**src/rtl/iso_link_pkg.sv**
```systemverilog
package iso_link_pkg;

  // Two pulse lines crossing the barrier; bit 1 = set, bit 0 = clear.
  typedef struct packed {
    logic set;
    logic clr;
  } pulse_pair_t;

  localparam int unsigned LANES = 2;

endpackage

```
**src/rtl/iso_pulse_tx.sv**
```systemverilog
module iso_pulse_tx
  import iso_link_pkg::*;
#(
  parameter int unsigned PULSE_W     = 1,
  parameter int unsigned REFRESH_CYC = 100
) (
  input  logic        clk,
  input  logic        rst,
  input  logic        level_in,
  output pulse_pair_t pulses
);

  localparam int unsigned PWB = $clog2(PULSE_W + 1);
  localparam int unsigned RFB = $clog2(REFRESH_CYC + 1);
  localparam logic [PWB-1:0] PW_LAST = PWB'(PULSE_W - 1);
  localparam logic [RFB-1:0] RF_LAST = RFB'(REFRESH_CYC - 1);

  logic           last_lvl;
  logic [RFB-1:0] idle_cnt;
  logic [PWB-1:0] width_cnt;
  logic           fire;
  logic           fire_lvl;

  // Pulse request: an input edge takes priority, otherwise the idle refresh.
  always_comb begin
    fire     = 1'b0;
    fire_lvl = last_lvl;
    if (level_in != last_lvl) begin
      fire     = 1'b1;
      fire_lvl = level_in;
    end else if (idle_cnt == RF_LAST) begin
      fire     = 1'b1;
      fire_lvl = last_lvl;
    end
  end

  always_ff @(posedge clk) begin
    if (rst) begin
      last_lvl  <= level_in;
      idle_cnt  <= RF_LAST;   // forces a refresh in the first cycle after reset
      width_cnt <= '0;
      pulses    <= '0;
    end else begin
      last_lvl <= level_in;
      if (fire) begin
        idle_cnt   <= '0;
        width_cnt  <= PW_LAST;
        pulses.set <= fire_lvl;
        pulses.clr <= ~fire_lvl;
      end else begin
        idle_cnt <= idle_cnt + 1'b1;
        if (width_cnt != '0) begin
          width_cnt <= width_cnt - 1'b1;
        end else begin
          pulses <= '0;
        end
      end
    end
  end

  AST_LINES_EXCLUSIVE: assert property (@(posedge clk) disable iff (rst)
    !(pulses.set && pulses.clr));
  AST_RISE_SENDS_SET: assert property (@(posedge clk) disable iff (rst)
    (level_in && !last_lvl) |=> (pulses.set && !pulses.clr));
  AST_FALL_SENDS_CLR: assert property (@(posedge clk) disable iff (rst)
    (!level_in && last_lvl) |=> (pulses.clr && !pulses.set));
  AST_REFRESH_DUE: assert property (@(posedge clk) disable iff (rst)
    (level_in == last_lvl && idle_cnt == RF_LAST) |=> (pulses.set == last_lvl && pulses.clr == !last_lvl));

endmodule

```
**src/rtl/iso_fault_stage.sv**
```systemverilog
module iso_fault_stage
  import iso_link_pkg::*;
(
  input  pulse_pair_t      tx_lines,
  input  logic [LANES-1:0] drop,
  input  logic [LANES-1:0] inject,
  output pulse_pair_t      rx_lines
);

  logic [LANES-1:0] tx_vec;
  logic [LANES-1:0] rx_vec;

  assign tx_vec = tx_lines;

  for (genvar g = 0; g < LANES; g++) begin : g_lane
    assign rx_vec[g] = (tx_vec[g] & ~drop[g]) | inject[g];
  end

  assign rx_lines = rx_vec;

endmodule

```
**src/rtl/iso_pulse_rx.sv**
```systemverilog
module iso_pulse_rx
  import iso_link_pkg::*;
#(
  parameter int unsigned WD_CYC = 500
) (
  input  logic        clk,
  input  logic        rst,
  input  pulse_pair_t lines,
  output logic        level_out,
  output logic        failsafe
);

  localparam int unsigned WDB = $clog2(WD_CYC + 1);
  localparam logic [WDB-1:0] WD_LAST = WDB'(WD_CYC - 1);

  logic [WDB-1:0] quiet_cnt;

  always_ff @(posedge clk) begin
    if (rst) begin
      level_out <= 1'b1;
      failsafe  <= 1'b1;
      quiet_cnt <= '0;
    end else if (lines.clr) begin      // clear has priority over set
      level_out <= 1'b0;
      failsafe  <= 1'b0;
      quiet_cnt <= '0;
    end else if (lines.set) begin
      level_out <= 1'b1;
      failsafe  <= 1'b0;
      quiet_cnt <= '0;
    end else if (!failsafe) begin
      if (quiet_cnt == WD_LAST) begin
        failsafe  <= 1'b1;
        level_out <= 1'b1;
      end else begin
        quiet_cnt <= quiet_cnt + 1'b1;
      end
    end
  end

  AST_CLR_WINS: assert property (@(posedge clk) disable iff (rst)
    lines.clr |=> (!level_out && !failsafe));
  AST_SET_LEAVES_DEFAULT: assert property (@(posedge clk) disable iff (rst)
    (lines.set && !lines.clr) |=> (level_out && !failsafe));
  AST_DEFAULT_IS_HIGH: assert property (@(posedge clk) disable iff (rst)
    failsafe |-> level_out);
  AST_EXPIRY_NEEDS_SILENCE: assert property (@(posedge clk) disable iff (rst)
    $rose(failsafe) |-> $past(!lines.set && !lines.clr));
  AST_LATCH_HOLDS: assert property (@(posedge clk) disable iff (rst)
    (!lines.set && !lines.clr && !failsafe && quiet_cnt != WD_LAST) |=> $stable(level_out));

endmodule

```
**src/rtl/pulse_iso_link.sv**
```systemverilog
module pulse_iso_link
  import iso_link_pkg::*;
#(
  parameter int unsigned PULSE_W     = 1,
  parameter int unsigned REFRESH_CYC = 100,
  parameter int unsigned WD_CYC      = 500
) (
  input  logic clk,
  input  logic rst,
  input  logic level_in,
  input  logic drop_set,
  input  logic drop_clr,
  input  logic inject_set,
  input  logic inject_clr,
  output logic tx_set,
  output logic tx_clr,
  output logic level_out,
  output logic failsafe
);

  pulse_pair_t tx_lines;
  pulse_pair_t rx_lines;

  iso_pulse_tx #(
    .PULSE_W     (PULSE_W),
    .REFRESH_CYC (REFRESH_CYC)
  ) i_tx (
    .clk      (clk),
    .rst      (rst),
    .level_in (level_in),
    .pulses   (tx_lines)
  );

  iso_fault_stage i_fault (
    .tx_lines (tx_lines),
    .drop     ({drop_set, drop_clr}),
    .inject   ({inject_set, inject_clr}),
    .rx_lines (rx_lines)
  );

  iso_pulse_rx #(
    .WD_CYC (WD_CYC)
  ) i_rx (
    .clk       (clk),
    .rst       (rst),
    .lines     (rx_lines),
    .level_out (level_out),
    .failsafe  (failsafe)
  );

  assign tx_set = tx_lines.set;
  assign tx_clr = tx_lines.clr;

  AST_INJECT_REACHES_RX: assert property (@(posedge clk) disable iff (rst)
    inject_clr |=> (!level_out && !failsafe));

endmodule

```
**config.mk**
```make
export PLATFORM = sky130hd
export DESIGN_NAME = pulse_iso_link
export DESIGN_NICKNAME = d
export VERILOG_FILES = /design/src/rtl/iso_link_pkg.sv /design/src/rtl/iso_pulse_tx.sv /design/src/rtl/iso_fault_stage.sv /design/src/rtl/iso_pulse_rx.sv /design/src/rtl/pulse_iso_link.sv
export SDC_FILE = /design/constraint.sdc
export NUM_CORES = 1
export LEC_CHECK = 0
export BUFFER_PORTS_ARGS = -buffer_cell sky130_fd_sc_hd__buf_2
export CORE_MARGIN = 8
export CORE_UTILIZATION = 50
export DETAILED_ROUTE_END_ITERATION = 8
export PLACE_DENSITY = 0.73
export SYNTH_ARGS = -nofsm -noshare
export SYNTH_HDL_FRONTEND = slang
export SYNTH_SLANG_ARGS = --single-unit
```
**constraint.sdc**
```tcl
create_clock -name clk -period 1.42 [get_ports clk]
set_clock_uncertainty 0.15 [all_clocks]
set_input_delay 0.071 -clock clk [delete_from_list [all_inputs] [get_ports clk]]
set_output_delay 0.071 -clock clk [all_outputs]
set_load 0.01 [all_outputs]
```
==> reports/qor.csv <==
metric,value,unit
outcome,"complete, but fails checks",
failing checks,negative setup slack,
post-synthesis sequential area ratio,45.2,%
clk sink count,22,
Final period util,107,%
placer congestion estimate,0.748,
TNS Setup,-0.175,ns
final hold violations,0,
Iteration-0 DRC Markers,26,
GR Util met1,15.0,%
critical path data arrival time,1.61,ns
most common flop cell mapped by yosys,dfxtp_1,
Post-Syn Area,973,um^2
post-layout util,71.1,%
post-synth cell types,31,
FF-to-FF Start,i_tx.idle_cnt[0],
DR DRC count,0,
die height,60.1,um
Max Slew Vio Count,0,
drt total wl,2.20,mm
number of diodes,0,
async set-reset flop share out of synthesis,0,%
CTS tree,done,
fmax,0.661,GHz
critical path required time,1.51,ns
sequential share of power,55.4,%
hold path endpoint,i_rx.failsafe,
Pint,919,uW
synthesis-to-finish area growth,38.8,%
dpl ws,-0.0400,ns
TritonCTS buffer count,3,
Cells after Synth,102,
PD cells,907,mW/mm^2
Max Cap Viol,0,
Vias/cell,5.11,
global-route wire length before repair,3.51,mm
RSZ-0062 raised after global routing,true,
clk root buf,clkbuf_4,
most frequent cells in the layout,"19 x buf_4, 16 x dfxtp_1, 13 x nor2_1",
die area,0.00362,mm^2
clock latency at the later pin of the worst-skew pair,0.30,ns
global route hottest layer,met2,
initial antenna violation count,0,
Gate power share,16.8,%
number of fill cells,142,
share of cells above drive strength 1,35.3,%
crit-path max FO,3,
Worst R2R End,i_tx.pulses[0],
setup violators final,6,
Worst path top cell family by delay,simple AND/OR/NAND/NOR gates,
Yosys reg bits,22,
"commonest non-fill, non-tap cell in the layout",buf_4,
cell taking the most area after synthesis,dfxtp_1,
"EDFF count, synth",0,
DIE WIDTH,60.1,um
clock-pin slew on the worst setup and hold paths,0.12,ns
crit path time final,1.51,ns
DR WL/cell,13.2,um
total chip power,1230,uW
grt met2 use,20.3,%
row count,16,
Port Buf Inserts,10,
crit-path cells,ha_4 > nand4bb_4 > o21a_1 > or3_1 > a21oi_1,
DPL Wire Length,1.46,mm
gr usage total,12.7,%
fin worst setup slack,-0.0925,ns
first-pass detailed-route iteration total,4,
H-tree depth,1,
vias in the first global route,806,
Leakage,0.000531,uW
hold path depth,5,
Initial Util,51.2,%
syn_area_per_cell,9.54,um^2
Crit Path Class,reg2reg,
power share of the clock group,27.8,%
remaining antenna violation count,0,
Synth area leaders,"dfxtp_1 45%, xor2_1 5.4%, ha_1 5.1%, nor2_1 5.0%, xnor2_1 4.5%",
VDD IR max,0.000789,V
Yosys top cell area share,45.2,%
worst hold path class,in2reg,
Crit path buffers/inverters,0,
R2R setup slack,-0.09,ns
Critical Path End Type,flop,
Ys Warns,0,
Syn Nets,113,
# IOs,11,
Sw Share,25.0,%
Critical Path Max Stage Delay,0.38,ns
Crit. Startpoint,i_tx.idle_cnt[0],
CORE AREA,0.00190,mm^2
critical path's slowest cell,dfxtp_2,
Max Buffers Root-to-Sink,2,
r2r worst-path depth,5,
largest net degree at the start of global routing,15,
grt met3 use,3.01,%
Setup crit start kind,flop,
final net count,151,
hold_sp,drop_clr,
grt ovf,0,
via count,848,
Switch Pwr,306,uW
cell usage after synthesis, types with 2 or more instances:
library cell  count
xnor2_1           5
nand3_1           6
o21bai_1          2
nor3_1            6
nand2b_1          3
a21o_1            3
nand2_1           5
a21oi_1           5
dfxtp_1          22
inv_1             2
ha_1              4
nand4_1           2
o21ai_1           2
nor2_1           13
xor2_1            6
state kept, by name, indices dropped and copies added (netlist names):
name and flops:
i_tx.width_cnt 1, i_rx.quiet_cnt 9, i_rx.failsafe 1, i_tx.last_lvl 1, i_tx.pulses 2, i_tx.idle_cnt 7
i_rx.level_out 1
through the flow:
stage | cells | cell area, um^2 | hold WS (ns)
finish | 166 | 1350 | 0.0234
global route | 166 | 1350 | 0.0462
floorplan | 102 | 991 | -0.0513
detailed placement | 153 | 1180 | 0.0603
global placement | 153 | 1180 | 0.0578
CTS | 162 | 1280 | 0.0113
cell families after synthesis:
| kind of cell | count (synthesis) | synth area share (%) |
|---|---|---|
| compound gates | 16 | 11.2 |
| xor+xnor | 11 | 9.90 |
| fa+ha+maj | 4 | 5.14 |
| buf+inv | 3 | 1.16 |
| flops | 22 | 45.2 |
| mux | 1 | 1.03 |
| other cells | 1 | 0.385 |
| simple gates | 44 | 26.0 |
how the worst max path moves through the flow:
stage                     slack, ns  cells past startpoint                 to
after floorplan               -0.02                      5     i_tx.pulses[0]
after global placement       -0.001                      5  i_rx.quiet_cnt[1]
after detailed placement      -0.04                      5  i_rx.quiet_cnt[1]
after CTS                     -0.07                      5     i_tx.pulses[0]
after global routing          -0.16                      5     i_tx.pulses[0]
final                         -0.09                      5     i_tx.pulses[0]
power by group through the flow:
stage	combinational, uW	clock [uW]	sequential, uW
floorplan	96.7	0	691
global placement	170	0	686
detailed placement	177	0	689
CTS	195	354	677
global route	226	381	683
finish	206	341	678
worst reg2reg max path: stages (launching register included):
cell and delay [ns]:
dfxtp_2 0.38, ha_4 0.16, nand4bb_4 0.13, o21a_1 0.20, or3_1 0.32, a21oi_1 0.13
metal layers:
| layer | up-vias | part of all wire, % | routed length, um |
|---|---|---|---|
| li1 | 434 | - | - |
| met1 | 395 | 46 | 1010 |
| met2 | 15 | 48 | 1050 |
| met3 | 4 | 5.0 | 111 |
| met4 | 0 | 1.5 | 34 |
| met5 | - | 0 | 0 |
final cells by class:
type	count	area [um^2]	share of cell area [%]
repair buffers	34	244	18.1
well taps	27	33.8	2.50
clock buffers	4	36.3	2.69
inverters	2	7.51	0.556
multi-input cells	77	582	43.1
flip-flops and latches	22	448	33.1
what timing repair did:
item                                   4_1_cts  5_1_grt
gates resized for setup                      4        8
endpoints found under the hold margin       11        0
hold buffers                                 4        0
setup endpoints to repair                    7       18
buffers inserted                             1        4
pin swaps                                    5        5
gates cloned                                 0        0
No activity file was read; power rests on OpenSTA's default activity.
